==> src/rtl/i2c_tgt_pkg.sv <==
package i2c_tgt_pkg;
  localparam int NFLAG    = 6;
  localparam int F_START  = 0;
  localparam int F_AMATCH = 1;
  localparam int F_TXDONE = 2;
  localparam int F_RXDONE = 3;
  localparam int F_NACK   = 4;
  localparam int F_OVR    = 5;

  typedef enum logic [3:0] {
    S_IDLE, S_ADDR, S_ACK_PRE, S_ACK_DRV, S_TX_WAIT,
    S_TX_BIT, S_TX_ACKW, S_TX_ACKEND, S_RX_BIT, S_IGNORE
  } tgt_state_e;
endpackage

==> src/rtl/i2c_line_sync.sv <==
module i2c_line_sync #(
  parameter int STAGES = 2
) (
  input  logic clk,
  input  logic rst_n,
  input  logic scl_i,
  input  logic sda_i,
  output logic sda_s,
  output logic scl_rise,
  output logic scl_fall,
  output logic start_det,
  output logic stop_det
);
  logic [STAGES-1:0] scl_pipe, sda_pipe;
  logic scl_q, sda_q, scl_s;

  always_ff @(posedge clk or negedge rst_n) begin
    if (!rst_n) begin
      scl_pipe <= '1;
      sda_pipe <= '1;
      scl_q    <= 1'b1;
      sda_q    <= 1'b1;
    end else begin
      scl_pipe <= {scl_pipe[STAGES-2:0], scl_i};
      sda_pipe <= {sda_pipe[STAGES-2:0], sda_i};
      scl_q    <= scl_pipe[STAGES-1];
      sda_q    <= sda_pipe[STAGES-1];
    end
  end

  assign scl_s     = scl_pipe[STAGES-1];
  assign sda_s     = sda_pipe[STAGES-1];
  assign scl_rise  = scl_s & ~scl_q;
  assign scl_fall  = ~scl_s & scl_q;
  assign start_det = scl_s & scl_q & sda_q & ~sda_s;
  assign stop_det  = scl_s & scl_q & ~sda_q & sda_s;
endmodule

==> src/rtl/i2c_tgt_engine.sv <==
module i2c_tgt_engine
  import i2c_tgt_pkg::*;
#(
  parameter int DATA_W = 8
) (
  input  logic              clk,
  input  logic              rst_n,
  input  logic              sda_s,
  input  logic              scl_rise,
  input  logic              scl_fall,
  input  logic              start_det,
  input  logic              stop_det,
  input  logic [DATA_W-2:0] own_addr,
  input  logic              tx_valid,
  output logic              tx_ready,
  input  logic [DATA_W-1:0] tx_data,
  output logic              rx_valid,
  input  logic              rx_ready,
  output logic [DATA_W-1:0] rx_data,
  output logic              sda_oe,
  output logic              busy,
  output logic              bus_active,
  output logic [NFLAG-1:0]  flag_set,
  output logic              nack_upd,
  output logic              nack_val
);
  localparam int CNT_W  = $clog2(DATA_W);
  localparam int ADDR_W = DATA_W - 1;

  tgt_state_e        state_q;
  logic [CNT_W-1:0]  cnt_q;
  logic [DATA_W-1:0] sr_q, next_sr;
  logic              mode_tx_q, last_bit;

  assign next_sr  = {sr_q[DATA_W-2:0], sda_s};
  assign last_bit = (cnt_q == CNT_W'(DATA_W-1));

  always_ff @(posedge clk or negedge rst_n) begin
    if (!rst_n) begin
      state_q    <= S_IDLE;
      cnt_q      <= '0;
      sr_q       <= '0;
      mode_tx_q  <= 1'b0;
      busy       <= 1'b0;
      bus_active <= 1'b0;
      rx_valid   <= 1'b0;
      rx_data    <= '0;
      flag_set   <= '0;
      nack_upd   <= 1'b0;
      nack_val   <= 1'b0;
    end else begin
      flag_set <= '0;
      nack_upd <= 1'b0;
      if (rx_valid && rx_ready) rx_valid <= 1'b0;
      if (start_det) begin
        state_q           <= S_ADDR;
        cnt_q             <= '0;
        busy              <= 1'b1;
        bus_active        <= 1'b1;
        flag_set[F_START] <= 1'b1;
      end else if (stop_det) begin
        state_q    <= S_IDLE;
        busy       <= 1'b0;
        bus_active <= 1'b0;
      end else begin
        case (state_q)
          S_ADDR: if (scl_rise) begin
            sr_q <= next_sr;
            if (last_bit) begin
              busy <= 1'b0;
              if (next_sr[DATA_W-1 -: ADDR_W] == own_addr) begin
                state_q            <= S_ACK_PRE;
                mode_tx_q          <= sda_s;
                flag_set[F_AMATCH] <= 1'b1;
              end else begin
                state_q <= S_IGNORE;
              end
            end else cnt_q <= cnt_q + CNT_W'(1);
          end
          S_ACK_PRE: if (scl_fall) state_q <= S_ACK_DRV;
          S_ACK_DRV: if (scl_fall) begin
            cnt_q   <= '0;
            busy    <= 1'b0;
            state_q <= mode_tx_q ? S_TX_WAIT : S_RX_BIT;
          end
          S_TX_WAIT: if (tx_valid) begin
            sr_q    <= tx_data;
            cnt_q   <= '0;
            busy    <= 1'b1;
            state_q <= S_TX_BIT;
          end
          S_TX_BIT: if (scl_fall) begin
            if (last_bit) state_q <= S_TX_ACKW;
            else begin
              sr_q  <= {sr_q[DATA_W-2:0], 1'b0};
              cnt_q <= cnt_q + CNT_W'(1);
            end
          end
          S_TX_ACKW: if (scl_rise) begin
            nack_upd           <= 1'b1;
            nack_val           <= sda_s;
            flag_set[F_TXDONE] <= 1'b1;
            busy               <= 1'b0;
            state_q            <= S_TX_ACKEND;
          end
          S_TX_ACKEND: if (scl_fall) state_q <= S_TX_WAIT;
          S_RX_BIT: if (scl_rise) begin
            sr_q <= next_sr;
            if (cnt_q == '0) busy <= 1'b1;
            if (last_bit) begin
              rx_data            <= next_sr;
              rx_valid           <= 1'b1;
              flag_set[F_RXDONE] <= 1'b1;
              if (rx_valid && !rx_ready) flag_set[F_OVR] <= 1'b1;
              state_q            <= S_ACK_PRE;
            end else cnt_q <= cnt_q + CNT_W'(1);
          end
          default: ;
        endcase
      end
    end
  end

  assign tx_ready = (state_q == S_TX_WAIT) && !start_det && !stop_det;
  assign sda_oe   = (state_q == S_ACK_DRV) ||
                    ((state_q == S_TX_BIT) && !sr_q[DATA_W-1]);

  // a START leaves the controller busy and the bus marked active
  a_r2_start_marks_busy: assert property (@(posedge clk) disable iff (!rst_n)
    start_det |=> (busy && bus_active));
  // a STOP returns the controller to quiet
  a_r10_stop_clears: assert property (@(posedge clk) disable iff (!rst_n)
    (stop_det && !start_det) |=> (!busy && !bus_active));
  // the transmit stream never accepts while a byte is in flight
  a_r6_ready_not_busy: assert property (@(posedge clk) disable iff (!rst_n)
    tx_ready |-> !busy);
  // an unaddressed transfer raises no flag
  a_r4_ignore_silent: assert property (@(posedge clk) disable iff (!rst_n)
    (state_q == S_IGNORE && !start_det) |=> (flag_set == '0 && !sda_oe));
endmodule

==> src/rtl/i2c_tgt_flags.sv <==
module i2c_tgt_flags
  import i2c_tgt_pkg::*;
(
  input  logic             clk,
  input  logic             rst_n,
  input  logic [NFLAG-1:0] flag_set,
  input  logic             nack_upd,
  input  logic             nack_val,
  input  logic [NFLAG-1:0] flag_clr,
  input  logic [NFLAG-1:0] irq_en,
  output logic [NFLAG-1:0] flags,
  output logic             irq
);
  always_ff @(posedge clk or negedge rst_n) begin
    if (!rst_n) flags <= '0;
    else begin
      flags <= (flags & ~flag_clr) | flag_set;
      if (nack_upd) flags[F_NACK] <= nack_val;
    end
  end

  assign irq = |(flags & irq_en);

  // a set flag survives until its clear bit is written
  a_r11_sticky_start: assert property (@(posedge clk) disable iff (!rst_n)
    (flags[F_START] && !flag_clr[F_START]) |=> flags[F_START]);
  a_r11_sticky_ovr: assert property (@(posedge clk) disable iff (!rst_n)
    (flags[F_OVR] && !flag_clr[F_OVR]) |=> flags[F_OVR]);
endmodule

==> src/rtl/i2c_tgt_ctrl.sv <==
module i2c_tgt_ctrl
  import i2c_tgt_pkg::*;
#(
  parameter int DATA_W      = 8,
  parameter int SYNC_STAGES = 2
) (
  input  logic              clk,
  input  logic              rst_n,
  input  logic              scl_i,
  input  logic              sda_i,
  output logic              sda_oe,
  input  logic [DATA_W-2:0] own_addr,
  input  logic              tx_valid,
  output logic              tx_ready,
  input  logic [DATA_W-1:0] tx_data,
  output logic              rx_valid,
  input  logic              rx_ready,
  output logic [DATA_W-1:0] rx_data,
  input  logic [NFLAG-1:0]  irq_en,
  input  logic [NFLAG-1:0]  flag_clr,
  output logic [NFLAG-1:0]  flags,
  output logic              busy,
  output logic              bus_active,
  output logic              irq
);
  logic sda_s, scl_rise, scl_fall, start_det, stop_det;
  logic [NFLAG-1:0] flag_set;
  logic nack_upd, nack_val;

  i2c_line_sync #(.STAGES(SYNC_STAGES)) u_sync (
    .clk(clk), .rst_n(rst_n), .scl_i(scl_i), .sda_i(sda_i),
    .sda_s(sda_s), .scl_rise(scl_rise), .scl_fall(scl_fall),
    .start_det(start_det), .stop_det(stop_det));

  i2c_tgt_engine #(.DATA_W(DATA_W)) u_eng (
    .clk(clk), .rst_n(rst_n), .sda_s(sda_s), .scl_rise(scl_rise),
    .scl_fall(scl_fall), .start_det(start_det), .stop_det(stop_det),
    .own_addr(own_addr), .tx_valid(tx_valid), .tx_ready(tx_ready),
    .tx_data(tx_data), .rx_valid(rx_valid), .rx_ready(rx_ready),
    .rx_data(rx_data), .sda_oe(sda_oe), .busy(busy),
    .bus_active(bus_active), .flag_set(flag_set),
    .nack_upd(nack_upd), .nack_val(nack_val));

  i2c_tgt_flags u_flags (
    .clk(clk), .rst_n(rst_n), .flag_set(flag_set), .nack_upd(nack_upd),
    .nack_val(nack_val), .flag_clr(flag_clr), .irq_en(irq_en),
    .flags(flags), .irq(irq));
endmodule

==> config.mk <==
export PLATFORM = sky130hd
export DESIGN_NAME = i2c_tgt_ctrl
export DESIGN_NICKNAME = d
export VERILOG_FILES = /design/src/rtl/i2c_tgt_pkg.sv /design/src/rtl/i2c_line_sync.sv /design/src/rtl/i2c_tgt_engine.sv /design/src/rtl/i2c_tgt_flags.sv /design/src/rtl/i2c_tgt_ctrl.sv
export SDC_FILE = /design/constraint.sdc
export NUM_CORES = 1
export LEC_CHECK = 0
export BUFFER_PORTS_ARGS = -buffer_cell sky130_fd_sc_hd__clkbuf_2
export CORE_ASPECT_RATIO = 1.75
export CORE_UTILIZATION = 32
export CTS_CLUSTER_SIZE = 40
export DETAILED_ROUTE_END_ITERATION = 12
export GPL_TIMING_DRIVEN = 0
export MAX_ROUTING_LAYER = met4
export PLACE_DENSITY = 0.62
export SYNTH_ARGS = -nofsm -noshare
export SYNTH_HDL_FRONTEND = slang
export SYNTH_HIERARCHICAL = 1
export SYNTH_SLANG_ARGS = --single-unit
==> constraint.sdc <==
create_clock -name clk -period 2.3 [get_ports clk]
set_input_delay 0.345 -clock clk [delete_from_list [all_inputs] [get_ports clk]]
set_output_delay 0.345 -clock clk [all_outputs]
set_load 0.03 [all_outputs]
After elaboration in Yosys (flattened, before gate mapping)
Index checks and enable logic that the tools add are counted. Widths: inputs -> output; s select.

Input bits: 33. Output and inout port bits: 20. Register bits after elaboration: 46. Word-level logic and storage cells: 158.

Muxes and demuxes: 68. Add/subtract/negate cells: 1. Reductions and logical operators: 25. Bitwise gates (word level): 17. Eq/ne operators: 31.

Operator list (count): $mux 4 (15); $mux 1 (36); $mux 8 (4); $ne 4x2->1 const B (8); $pmux 4 s8 (1); $mux 3 (9); $pmux 8 s3 (1); $eq 4x3->1 const B (4); $ne 4x1->1 const B (4); $and 6x6->6 (2); $pmux 3 s4 (1); $reduce_and 12->1 (1); $reduce_and 6->1 (2); $reduce_bool 10->1 (1); $ne 3x2->1 const B (3); $eq 4x2->1 const B (2); $reduce_and 8->1 (1); $and 1x1->1 (7); $eq 7x7->1 (1); $reduce_and 7->1 (1); $reduce_bool 7->1 (1); $ne 2x2->1 const B (3); $not 1->1 (6); $not 6->6 (1); 19 further kinds (27).

Longest topological paths before layout
Depth after elaboration: 8. Depth in mapped cells: 8. Depth with buffers taken out: 7.

Modules after synthesis
Netlist, hierarchy kept.

Modules (own cells, without submodules): i2c_tgt_engine (cells each 185, instances 1, area each 1919.3 um^2, sequential area each 825.8 um^2); i2c_tgt_flags (cells each 23, instances 1, area each 255.2 um^2, sequential area each 150.1 um^2); i2c_line_sync (cells each 10, instances 1, area each 190.2 um^2, sequential area each 157.7 um^2).

Least setup slack after synthesis
Ideal clock, no wire load.

Kind: flip-flop to output port. Start point: reg u_sync.sda_pipe[1]. End point: out tx_ready. Slack: 0.030 ns. Required time: 1.955 ns. Data arrival time: 1.925 ns. Path buffers: 1. Stages on the path, launching flop included: 5. Path through: dfstp_2 -> and4b_1 -> clkbuf_1 -> or2_1 -> nor3_1.

Cells in the longest elaborated chain, start to end: 5. Elaborated cells between the ends (all ways): 7. Those cells by class: 3 x bitwise; 4 x reduce/logical.

Ends and longest elaborated chain: from (decl) (line i2c_line_sync.sv:14) `logic [STAGES-1:0] scl_pipe, sda_pipe;`; from (signal assigned) (line i2c_line_sync.sv:25) `sda_pipe <= {sda_pipe[STAGES-2:0], sda_i};`; $not 1->1 (line i2c_line_sync.sv:35) `assign start_det = scl_s & scl_q & sda_q & ~sda_s;`; $and 1x1->1 (line i2c_line_sync.sv:35); named net start_det (line i2c_tgt_ctrl.sv:26) `logic sda_s, scl_rise, scl_fall, start_det, stop_det;`; $logic_not 1->1 (line i2c_tgt_engine.sv:124) `assign tx_ready = (state_q == S_TX_WAIT) && !start_det && !stop_det;`; $logic_and 1x1->1 (2 in a row) (line i2c_tgt_engine.sv:124); to (decl) (line i2c_tgt_ctrl.sv:14) `output logic tx_ready,`.

The timed path passes the listed nets, and every way through them passes these cells.

Worst setup path in the final report
Start point: reg u_eng.cnt_q[0]. End point: reg u_eng.state_q[0].

Cells in the longest elaborated chain, start to end: 3. Elaborated cells between the ends (all ways): 5. Those cells by class: 4 x eq/ne; 1 x reduce/logical.

Ends and longest elaborated chain: from (decl) (line i2c_tgt_engine.sv:31) `logic [CNT_W-1:0] cnt_q;`; from (signal assigned) (line i2c_tgt_engine.sv:78) `end else cnt_q <= cnt_q + CNT_W'(1);`; from (signal assigned) (line i2c_tgt_engine.sv:96) `cnt_q <= cnt_q + CNT_W'(1);`; from (signal assigned) (line i2c_tgt_engine.sv:116) `end else cnt_q <= cnt_q + CNT_W'(1);`; $eq 3x3->1 (*) (line i2c_tgt_engine.sv:36) `assign last_bit = (cnt_q == CNT_W'(DATA_W-1));`; $ne 4x1->1 (no source line); $reduce_and 12->1 (no source line) (*); to (signal assigned) (line i2c_tgt_engine.sv:84) `state_q <= mode_tx_q ? S_TX_WAIT : S_RX_BIT;`; to (decl) (line i2c_tgt_engine.sv:30) `tgt_state_e state_q;`.

Every way passes the cells marked *; elsewhere a longest branch is shown, timed or not. A chain may end at the register's enable or synchronous reset.

==> run summary <==
Setup repair after global routing left no endpoint under its margin. Pin placement for this block handled 53 I/O pins. The overall die width was 66.99 um; the iteration-0 DRC count of the detailed router was 74. The routed design could run at a clock period as short as 2.214 ns. The number of cells on the worst hold path came out at 1. The number of pins with negative max-slew slack in the final report is 0, and the final weighted congestion in routability-driven placement is 0.9171. The internal portion of the total power is 1.995 mW. The final worst slack came out at 0.08565 ns. The wire length per cell was 15.04 um; the total clock buffers created by CTS was 5.

Entering global routing, the biggest net connects 46 pins. The number of failing setup endpoints in the final timing report came out at 0. TritonCTS built the clock tree. The floorplan step defined a core boundary enclosing 7182 um2. The type of the most critical hold path is in2reg.

The maximum fanout along the worst path was 7. The run gives 16.53% as the overall routing resource usage. For this run, the top clock speed supported by timing is 0.4516 GHz.

The number of H-tree levels is 2. Summing the sequential cell areas from Yosys gives 47.94% of the chip area. The analysis attributes to net switching a power of 1.079 mW.

The die covers 7752 um2. At the end of the flow, the number of nets in the layout was 313. In the routed layout, each cell is associated on average with a via count of 5.016. In this run the critical register-to-register path is launched from u_eng/cnt_q[0].

In this run, flip-flops and latches consume 33.8% of the power. For the final database, setup skew stands at 0.002723 ns. The tool flagged a number of max-cap violations equal to 0. The combinational power share came out at 38.1%.

The critical path class was reg2reg. The combinational family with the most area after synthesis is simple AND/OR/NAND/NOR gates. Measured against its own limit, the worst slew margin works out to 24.43%. The count of nets left with antenna violations once routing finished came out at 0. The tools report the count of final hold-check violations as 0. Switching power share of the total: 35.09%. After synthesis, the share of cell area in mux cells is 9.524%. The standard cell with the maximum stage delay on the critical path is sky130_fd_sc_hd__dfrtp_1. Of the total power, the clock network draws 28.1%.

Share of the synthesized area in the top cell type: 41.27%. The number of global-route vias before repair is 1,816, and the count of yosys warnings during synthesis is 6. Summing the areas of all fa, ha and maj instances in the mapped netlist gives 1.587% of the synthesized area. For the worst flop-to-flop path, the logic depth is 7.

The number of logic stages on the critical path including buffering came out at 7. For the worst-skew pair, the clock arrives at the later sink with an insertion delay of 0.29 ns. After layout, the worst path uses 96.28% of the clock period. The clock net in this run drives a total of 45 sinks. Traced cell by cell, the critical path runs through ha_1 -> ha_4 -> mux2_2 -> o32a_1 -> and2_4 -> a21oi_4 -> mux2_1. The net count after synthesis is 254, and the largest incremental delay on the critical path is 0.41 ns. The synthesized netlist devotes 14.60% of its cell area to compound gates.

The longest clock path from root to sink contains 2 buffers. The start point of the worst hold path is sda_i. The first global-routing pass estimated 8.894 mm of wire.

After clock tree synthesis, the clock-pin slew on the worst setup and hold paths is 0.06 ns. Dividing total power by cell area gives a power density of 1037 nW/um2. Most used flip-flop cell after synthesis: sky130_fd_sc_hd__dfrtp_1. Type of origin of the critical path: a flip-flop. The critical path starts at u_eng/cnt_q[0]. The logs give 0 for the antenna cell count and 0 for the post-route DRC violation count. The maximum vdd drop is 834.7 uV. The count of flip-flops with a built-in enable after synthesis is 0.

The critical path contains buffers and inverters numbering 0 combined. On the critical path the largest part of the delay comes from multiplexers. Cells fill 41.25% of the core in the end.

For the pin with the worst max-slew slack, the measured transition is 1.134 ns. The pre-antenna-repair detailed-routing pass consisted of 4 iterations. Summed over all cells, the static leakage comes to 1.500 nW. The flow ran to the end, and the final reports show no timing, DRC or antenna violations. Placed wire-length estimate after detailed placement: 4.156 mm. The proportion of layout cells with a drive suffix above 1 is 37.05%, and the area growth from synthesis to final layout is 25.29%. For this run, asynchronously set or reset flops after synthesis account for 100.0%. The root buffer cell chosen for the clock tree is sky130_fd_sc_hd__clkbuf_16. The synthesized netlist devotes 16.46% of its cell area to simple gates.

The number of port buffers works out to 52. The synthesized netlist occupies a cell area of 2365 um2. Timing analysis after detailed placement gives a worst setup slack of -0.3282 ns. At the worst endpoint, the required time is 2.47 ns. After synthesis, the cell types taking the most area are sky130_fd_sc_hd__dfrtp_1 (41%), sky130_fd_sc_hd__dfstp_2 (6.7%), sky130_fd_sc_hd__mux2_2 (4.8%).

Detailed routing inserted a total of 1,826 vias. The tools report the instance count of the mapped netlist as 218. Global routing finished with a remaining overflow of 0.

After synthesis, the mean cell area works out to 10.85 um2. Summed over all instances, the cell type with the most area after synthesis is sky130_fd_sc_hd__dfrtp_1. The run gives 49 as the count of distinct cell types in the synthesized netlist. The initial utilization of the core area, before any placement, comes to 32.93%. For this block, the routed nets add up to 5.474 mm of wire. The endpoint class of the critical path is a flip-flop.

The floorplan step set the die height to 115.7 um. The run gives 0 as the initial antenna violation count. The synthesized netlist devotes 4.074% of its cell area to XOR and XNOR gates. Data arrives at the worst endpoint at 2.39 ns. After floorplanning, the core was divided into 41 placement rows. The number of flip-flops and latches in the synthesized netlist came out at 45.
-- final timing paths --
path / to / slack, ns
worst min register to register: u_sync/sda_pipe[1] / 0.36
worst max register to register: u_eng/state_q[0] / 0.09
worst min-delay path: u_sync/sda_pipe[0] / 0.13
max in group asynchronous: u_eng/cnt_q[0] / 1.34
min in group asynchronous: u_eng/rx_valid / 0.27
worst max-delay path: u_eng/state_q[0] / 0.09
-- worst reg2reg max path: stages, from the launching register on --
cell and delay [ns]:
sky130_fd_sc_hd__dfrtp_1 0.41, sky130_fd_sc_hd__ha_1 0.24, sky130_fd_sc_hd__ha_4 0.19, sky130_fd_sc_hd__mux2_2 0.26, sky130_fd_sc_hd__o32a_1 0.31, sky130_fd_sc_hd__and2_4 0.18
sky130_fd_sc_hd__a21oi_4 0.16, sky130_fd_sc_hd__mux2_1 0.34
-- Yosys cell counts (all sizes together) (2+ instances only) --
| library cell | count |
|---|---|
| nand2 | 18 |
| xnor2 | 8 |
| a22oi | 4 |
| or3 | 6 |
| clkbuf | 3 |
| dfstp | 6 |
| mux2 | 12 |
| o21ai | 12 |
| a21oi | 11 |
| o221ai | 2 |
| and2b | 2 |
| nand4bb | 2 |
| nor2 | 7 |
| ha | 3 |
| xor2 | 3 |
| nand4 | 3 |
| buf | 10 |
| mux2i | 9 |
| nor4 | 2 |
| and3 | 2 |
| nand2b | 5 |
| or2 | 2 |
| nand3 | 3 |
| and4b | 3 |
| o32a | 2 |
| nor3 | 2 |
| inv | 14 |
| dfrtp | 39 |
| a21o | 6 |
| a2111oi | 2 |
| nor2b | 4 |
-- kinds of logic after synthesis --
kind of cell | after synthesis
AOI/OAI and AO/OA | 45
adders and majority gates | 3
other | 1
and+or+nand+nor | 65
DFF | 45
xor gates and xnor gates | 11
muxes | 21
buffers and inverters | 27
-- placed cells by master, fill, tap and decap left out, types with 2 or more instances in the layout --
| cell type | instances |
|---|---|
| sky130_fd_sc_hd__buf_2 | 6 |
| sky130_fd_sc_hd__xor2_1 | 3 |
| sky130_fd_sc_hd__a21o_1 | 6 |
| sky130_fd_sc_hd__dfrtp_1 | 39 |
| sky130_fd_sc_hd__clkbuf_16 | 5 |
| sky130_fd_sc_hd__and2b_1 | 2 |
| sky130_fd_sc_hd__mux2_1 | 2 |
| sky130_fd_sc_hd__and3_1 | 2 |
| sky130_fd_sc_hd__mux2i_1 | 9 |
| sky130_fd_sc_hd__or3_1 | 6 |
| sky130_fd_sc_hd__and4b_1 | 2 |
| sky130_fd_sc_hd__o21ai_0 | 10 |
| sky130_fd_sc_hd__xnor2_1 | 8 |
| sky130_fd_sc_hd__buf_6 | 2 |
| sky130_fd_sc_hd__inv_1 | 14 |
| sky130_fd_sc_hd__ha_1 | 2 |
| sky130_fd_sc_hd__o21ai_1 | 2 |
| sky130_fd_sc_hd__nand2_1 | 18 |
| sky130_fd_sc_hd__a22oi_1 | 4 |
| sky130_fd_sc_hd__clkbuf_2 | 52 |
| sky130_fd_sc_hd__o221ai_1 | 2 |
| sky130_fd_sc_hd__nor2b_1 | 4 |
| sky130_fd_sc_hd__nand4_1 | 3 |
| sky130_fd_sc_hd__a21oi_1 | 10 |
| sky130_fd_sc_hd__buf_4 | 5 |
| sky130_fd_sc_hd__nand2b_1 | 5 |
| sky130_fd_sc_hd__mux2_2 | 10 |
| sky130_fd_sc_hd__nor2_1 | 7 |
| sky130_fd_sc_hd__nand4bb_1 | 2 |
| sky130_fd_sc_hd__dfstp_2 | 6 |
| sky130_fd_sc_hd__nand3_1 | 2 |
-- timing repair --
action                                  CTS  global route
setup buffers                             0             1
pin swaps                                 1             2
hold buffers                              0             0
resized for setup                         7             9
endpoints found under the setup margin   18            15
-- power by group through the flow --
| stage | sequential [mW] | combinational, mW | clock, mW |
|---|---|---|---|
| 6_report | 1.04 | 1.17 | 0.864 |
| 5_1_grt | 1.07 | 1.30 | 0.921 |
| 4_1_cts | 1.04 | 1.15 | 0.890 |
| 3_5_place_dp | 1.05 | 1.13 | 0 |
| 3_3_place_gp | 1.05 | 1.13 | 0 |
| 2_1_floorplan | 1.05 | 0.855 | 0 |
-- state kept, by name, indices dropped and copies added (netlist names) --
name              count
u_flags/flags         6
u_eng/nack_val        1
u_eng/busy            1
u_sync/scl_pipe       2
u_sync/sda_pipe       2
u_eng/bus_active      1
u_eng/rx_data         8
u_sync/scl_q          1
u_sync/sda_q          1
u_eng/state_q         4
u_eng/cnt_q           3
u_eng/sr_q            8
u_eng/flag_set        5
u_eng/mode_tx_q       1
u_eng/rx_valid        1
-- cell type report --
| cell class | count | area, um2 |
|---|---|---|
| multi-input combinational | 146 | 1139 |
| buffer | 12 | 80.08 |
| fill | 732 | 4219 |
| tap | 86 | 107.6 |
| timing repair buffer | 53 | 270.3 |
| clock inverter | 2 | 41.29 |
| clock buffer | 6 | 138.9 |
| sequential | 45 | 1134 |
| inverter | 14 | 52.55 |
-- per-layer routing --
| layer | wire length (um) | vias up | track usage, % |
|---|---|---|---|
| met1 | 2023 | 884 | 16.08 |
| met4 | 238 | 0 | 10.07 |
| li1 | - | 880 | - |
| met2 | 3013 | 47 | 28.96 |
| met5 | 0 | - | - |
| met3 | 199 | 15 | 3.543 |
-- metrics by stage --
stage / std cells / power, mW / cell area, um2 / TNS (ns) / hold slack [ns]
3_3_place_gp: 356 / 2.179 / 2733 / -3.592 / 0.3477
6_report: 364 / 3.074 / 2963 / 0 / 0.1271
3_5_place_dp: 356 / 2.185 / 2733 / -3.578 / 0.3505
4_1_cts: 363 / 3.084 / 2932 / 0 / 0.1221
2_1_floorplan: 218 / 1.903 / 2365 / 0 / 0.04941
5_1_grt: 364 / 3.286 / 2963 / 0 / 0.1164
Power figures use the tool's default switching activity.
